$ cat config.mk
export PLATFORM = sky130hd
export DESIGN_NAME = i2c_dbslave
export DESIGN_NICKNAME = d
export VERILOG_FILES = /design/src/rtl/i2c_dbslave.sv
export SDC_FILE = /design/constraint.sdc
export NUM_CORES = 1
export LEC_CHECK = 0
export CAP_MARGIN = 20
export CORE_ASPECT_RATIO = 1.1
export CORE_MARGIN = 3
export CORE_UTILIZATION = 54
export CTS_BUF_LIST = sky130_fd_sc_hd__clkbuf_8
export CTS_CLUSTER_SIZE = 30
export DETAILED_ROUTE_END_ITERATION = 10
export PLACE_DENSITY = 0.83
export SYNTH_ARGS = -nofsm -noshare
export SYNTH_HDL_FRONTEND = slang
export SYNTH_SLANG_ARGS = --single-unit
$ cat constraint.sdc
create_clock -name clk -period 2.3 [get_ports clk]
set_input_delay 0.46 -clock clk [delete_from_list [all_inputs] [get_ports clk]]
set_output_delay 0.46 -clock clk [all_outputs]
set_load 0.03 [all_outputs]
$ cat src/rtl/i2c_dbslave.sv
module i2c_dbslave #(
  parameter int TO_W = 16
) (
  input  logic            clk,
  input  logic            rst_n,
  input  logic            scl_in,
  input  logic            sda_in,
  output logic            sda_oe,
  input  logic [6:0]      own_addr,
  input  logic [1:0]      deb_sel,
  input  logic            tx_ack,
  input  logic [7:0]      tx_data,
  input  logic            to_en,
  input  logic [TO_W-1:0] to_limit,
  input  logic            flag_clr,
  output logic [7:0]      rx_data,
  output logic            addr_match,
  output logic            bus_busy,
  output logic            xfer_done,
  output logic            rd_dir,
  output logic            timeout,
  output logic            irq
);

  typedef enum logic [1:0] {S_IDLE, S_ADDR, S_RX, S_TX} st_t;

  logic [1:0]      dcnt;
  logic [1:0]      dlast;
  logic            scl_f, scl_p, sda_q, sda_p;
  st_t             state;
  logic [3:0]      bitcnt;
  logic [7:0]      sh;
  logic [TO_W-1:0] to_cnt;

  assign dlast = (deb_sel == 2'b00) ? 2'd0 : (deb_sel == 2'b01) ? 2'd1 : 2'd3;

  always_ff @(posedge clk or negedge rst_n) begin
    if (!rst_n) begin
      scl_f <= 1'b1;
      dcnt  <= '0;
    end else if (scl_in != scl_f) begin
      if (dcnt == dlast) begin
        scl_f <= scl_in;
        dcnt  <= '0;
      end else begin
        dcnt <= dcnt + 2'd1;
      end
    end else begin
      dcnt <= '0;
    end
  end

  always_ff @(posedge clk or negedge rst_n) begin
    if (!rst_n) begin
      scl_p <= 1'b1;
      sda_q <= 1'b1;
      sda_p <= 1'b1;
    end else begin
      scl_p <= scl_f;
      sda_q <= sda_in;
      sda_p <= sda_q;
    end
  end

  wire rise    = scl_f & ~scl_p;
  wire fall    = ~scl_f & scl_p;
  wire start_c = scl_f & scl_p & sda_p & ~sda_q;
  wire stop_c  = scl_f & scl_p & ~sda_p & sda_q;
  wire last_b  = (bitcnt == 4'd7);
  wire ack_b   = (bitcnt == 4'd8);
  wire to_hit  = to_en & bus_busy & ~(rise | fall) & (to_cnt == to_limit);

  always_ff @(posedge clk or negedge rst_n) begin
    if (!rst_n) begin
      state      <= S_IDLE;
      bitcnt     <= '0;
      sh         <= '0;
      rx_data    <= '0;
      sda_oe     <= 1'b0;
      addr_match <= 1'b0;
      bus_busy   <= 1'b0;
      xfer_done  <= 1'b0;
      rd_dir     <= 1'b0;
      timeout    <= 1'b0;
      irq        <= 1'b0;
      to_cnt     <= '0;
    end else begin
      irq <= 1'b0;
      if (flag_clr) begin
        xfer_done <= 1'b0;
        timeout   <= 1'b0;
      end

      if (!bus_busy || !to_en || rise || fall) to_cnt <= '0;
      else                                   to_cnt <= to_cnt + 1'b1;

      if (rise) begin
        case (state)
          S_ADDR: begin
            if (!ack_b) begin
              sh     <= {sh[6:0], sda_q};
              bitcnt <= bitcnt + 4'd1;
              if (last_b) begin
                if (sh[6:0] == own_addr) begin
                  addr_match <= 1'b1;
                  rd_dir     <= sda_q;
                  irq        <= 1'b1;
                end else begin
                  state <= S_IDLE;
                end
              end
            end else begin
              bitcnt <= '0;
              if (rd_dir) begin
                state <= S_TX;
                sh    <= tx_data;
              end else begin
                state <= S_RX;
              end
            end
          end
          S_RX: begin
            if (!ack_b) begin
              sh     <= {sh[6:0], sda_q};
              bitcnt <= bitcnt + 4'd1;
              if (last_b) begin
                rx_data   <= {sh[6:0], sda_q};
                xfer_done <= 1'b1;
                irq       <= 1'b1;
              end
            end else begin
              bitcnt <= '0;
            end
          end
          S_TX: begin
            if (!ack_b) begin
              bitcnt <= bitcnt + 4'd1;
              if (last_b) begin
                xfer_done <= 1'b1;
                irq       <= 1'b1;
              end
            end else begin
              bitcnt <= '0;
              if (sda_q) state <= S_IDLE;
              else       sh    <= tx_data;
            end
          end
          default: ;
        endcase
      end

      if (fall) begin
        case (state)
          S_ADDR:  sda_oe <= ack_b & addr_match;
          S_RX:    sda_oe <= ack_b & ~tx_ack;
          S_TX:    sda_oe <= ~ack_b & ~sh[3'd7 - bitcnt[2:0]];
          default: sda_oe <= 1'b0;
        endcase
      end

      if (start_c) begin
        state      <= S_ADDR;
        bitcnt     <= '0;
        bus_busy   <= 1'b1;
        addr_match <= 1'b0;
        sda_oe     <= 1'b0;
        to_cnt     <= '0;
      end else if (stop_c) begin
        state      <= S_IDLE;
        bus_busy   <= 1'b0;
        addr_match <= 1'b0;
        sda_oe     <= 1'b0;
      end

      if (to_hit) begin
        timeout    <= 1'b1;
        state      <= S_IDLE;
        bus_busy   <= 1'b0;
        addr_match <= 1'b0;
        sda_oe     <= 1'b0;
      end
    end
  end

endmodule

==> summary.md <==
| Metric | Value |
|---|---|
| Status | complete, no violations |
| RSZ-0062 raised after global routing | no |
| # setup viols final | 0 |
| Fin nets | 396 |
| Top post-synthesis cells by area | dfrtp_1, xnor2_1, ha_1 |
| WL final | 6430 µm |
| Post-synth EDFFs | 0 |
| Top FF cell, synth | dfrtp_1 |
| Pleak | 1.52 nW |
| CP max FO | 8 |
| PwrDens | 790 nW/µm² |
| Arrival @ worst endpoint | 2.40 ns |
| Remaining Overflow, GRT | 0 |
| Actual slew at the worst max-slew pin | 0.609 ns |
| Post-synth top area share | 41.2% |
| H-tree depth | 2 |
| WHS | 0.0984 ns |
| Initial antenna violation count | 0 |
| TNS Setup | 0 ns |
| Yosys warnings | 0 |
| Cells on worst reg2reg path | 7 |
| Top-count cell post-synth | dfrtp_1 |
| Clock skew | 0.0114 ns |
| Peak supply drop | 0.522 mV |
| Vias in the first global route | 2,207 |
| Via density | 5.80 |
| Die footprint | 6190 µm² |
| CP Class | reg2reg |
| Post-synth top cells | dfrtp_1, nand2_1, nor2_1 |
| Vias | 2,345 |
| Syn Area/Cell | 10.0 µm² |
| Element type at the critical path end | register |
| Net count after synthesis | 335 |
| Startpoint class of the critical path | register |
| Mapped cell area | 2850 µm² |
| Mean routed wirelength per cell | 15.9 µm |
| Clk_lat worst skew | 0.32 ns |
| First-pass GRT wire length | 10,600 µm |
| Layout area overhead | 25.4% |
| GP Congestion | 0.916 |
| Hold Crit Class | in2async |
| Period utilization | 96.0% |
| Port-buffer cells | 54 |
| Rel. slew slack | 59.3% |
| Fin. max-slew vios | 0 |
| Max incr delay on CP | 0.62 ns |
| Max-Cap Viols | 0 |
| I/O pin cnt | 55 |
| Fin area | 3570 µm² |
| Hold Buf Count CTS | 0 |
| Crit path time final | 2.21 ns |
| Crit path cell chain | inv_1 -> ha_1 -> nand4_1 -> or4_4 -> nor4_4 -> buf_4 -> a21oi_1 |
| # diodes | 0 |
| Post-Synthesis Cells | 284 |
| DRT Pass-1 Iters | 4 |
| Die Y | 82.2 µm |
| Final ANT Viol Nets | 0 |
| TritonCTS clock tree | yes |
| DP HPWL | 4890 µm |
| Largest net degree at the start of global routing | 25 |
| Row count | 27 |
| Initial drt markers | 198 |
| Chip width | 75.3 µm |
| Synth area leader | dfrtp_1 |
| Fillcell total | 395 |
| Flip-flop and latch area | 1280 µm² |
| Post-synth ARST share | 100% |
| CTS resizes | 0 |
| Slowest CP cell | dfstp_2 |
| Cell variety after synth | 48 |
| Share of cells above drive strength 1 | 10.1% |
| Multi-input logic area | 1490 µm² |
| CORE AREA | 5070 µm² |
| Max Freq | 0.453 GHz |
| Synthesis-stage register bit count | 51 |
| Clock tree buffer depth | 2 |
| Residual DRC | 0 |
| Worst-path clk slew | 0.10 ns |
| Clock sink count | 51 |
| Post-DP Area | 3470 µm² |
| Initial Utilization | 56.3% |
| Total track usage | 22.8% |
| Post-synthesis sequential area ratio | 44.9% |
| CP Data Required Time | 2.49 ns |
| Final hold viol count | 0 |
| Clock buffer count from CTS | 5 |
| CTS root buf | clkbuf_8 |
## final timing paths
| kind | end | slack (ns) | startpoint |
|---|---|---|---|
| hold / removal | to_cnt[14] | 0.1 | rst_n |
| min in group clk | scl_p | 0.43 | scl_f |
| setup reg to reg | bus_busy | 0.09 | scl_f |
| setup / recovery | bus_busy | 0.09 | scl_f |
| hold reg to reg | scl_p | 0.43 | scl_f |
| max in group asynchronous | scl_f | 1.52 | rst_n |
## area by class of cell
cell class | instances | share of cell area (%)
Tap cell | 58 | 2.03
Clock buffer | 6 | 2.31
Clock inverter | 2 | 0.455
Multi-Input combinational cell | 213 | 41.5
Timing Repair Buffer | 61 | 16.5
Inverter | 13 | 1.37
Sequential cell | 51 | 35.8
## cells by family (layout without fill, tap and decap cells)
group	after synthesis	in the layout	synth area share, %
simple gates	99	99	18.8
compound gates	58	58	13.0
flops	51	51	44.9
xor+xnor	35	35	10.8
buf+inv	20	82	2.98
fa+ha+maj	11	11	4.83
mux	10	10	4.74
## where the power goes
| group | switching (mW) | internal [mW] | total, mW |
|---|---|---|---|
| combinational | 0.474 | 0.468 | 0.942 |
| clock | 0.315 | 0.246 | 0.561 |
| sequential | 0.251 | 1.07 | 1.32 |
| total | 1.04 | 1.78 | 2.82 |
## stage by stage
stage               util, %  instances  power, mW  setup slack (ns)
CTS                    70.4        403       2.83            0.0761
finish                 70.5        404       2.82            0.0921
global route           70.5        404       3.02           0.00627
global placement       68.4        395       2.23            0.0279
detailed placement     68.4        395       2.28           -0.0124
floorplan                 -        284       1.96             0.309
## critical path, delay by kind of cell, from the launching register on
kind,cells,cell delay (ns)
AOI/OAI and AO/OA,1,0.05
adders and majority gates,1,0.30
buffers and inverters,2,0.27
DFF,1,0.62
and+or+nand+nor,3,0.85
## placed cells by master (no fill, tap or decap), drive strengths merged, types with 9 or more instances in the layout
cell type / count
inv: 13
o21ai: 22
a22oi: 10
nor2: 23
clkdlybuf4s50: 53
nand4: 9
ha: 11
xnor2: 20
nand2: 26
dfrtp: 47
a21oi: 10
xor2: 15
## state kept, by name (all words and copies together) (netlist names)
name and flops:
timeout 1, dcnt 2, xfer_done 1, irq 1, sda_oe 1, scl_p 1, sh 8, state 2
sda_q 1, sda_p 1, addr_match 1, rd_dir 1, bus_busy 1, rx_data 8, to_cnt 16, scl_f 1
bitcnt 4
## layer usage
metal / track usage (%) / share of wire (%) / up-vias
met5: 0 / 0 / -
met4: 7.52 / 1.9 / 0
li1: - / - / 1131
met3: 5.45 / 6.4 / 13
met1: 31.9 / 43 / 1129
met2: 34.7 / 49 / 72
## repair_timing
item                                   CTS  global route
endpoints found under the hold margin    0             0
setup buffers                            0             1
setup endpoints to repair                0             5
Note: power is estimated with default switching activity, not from simulation.
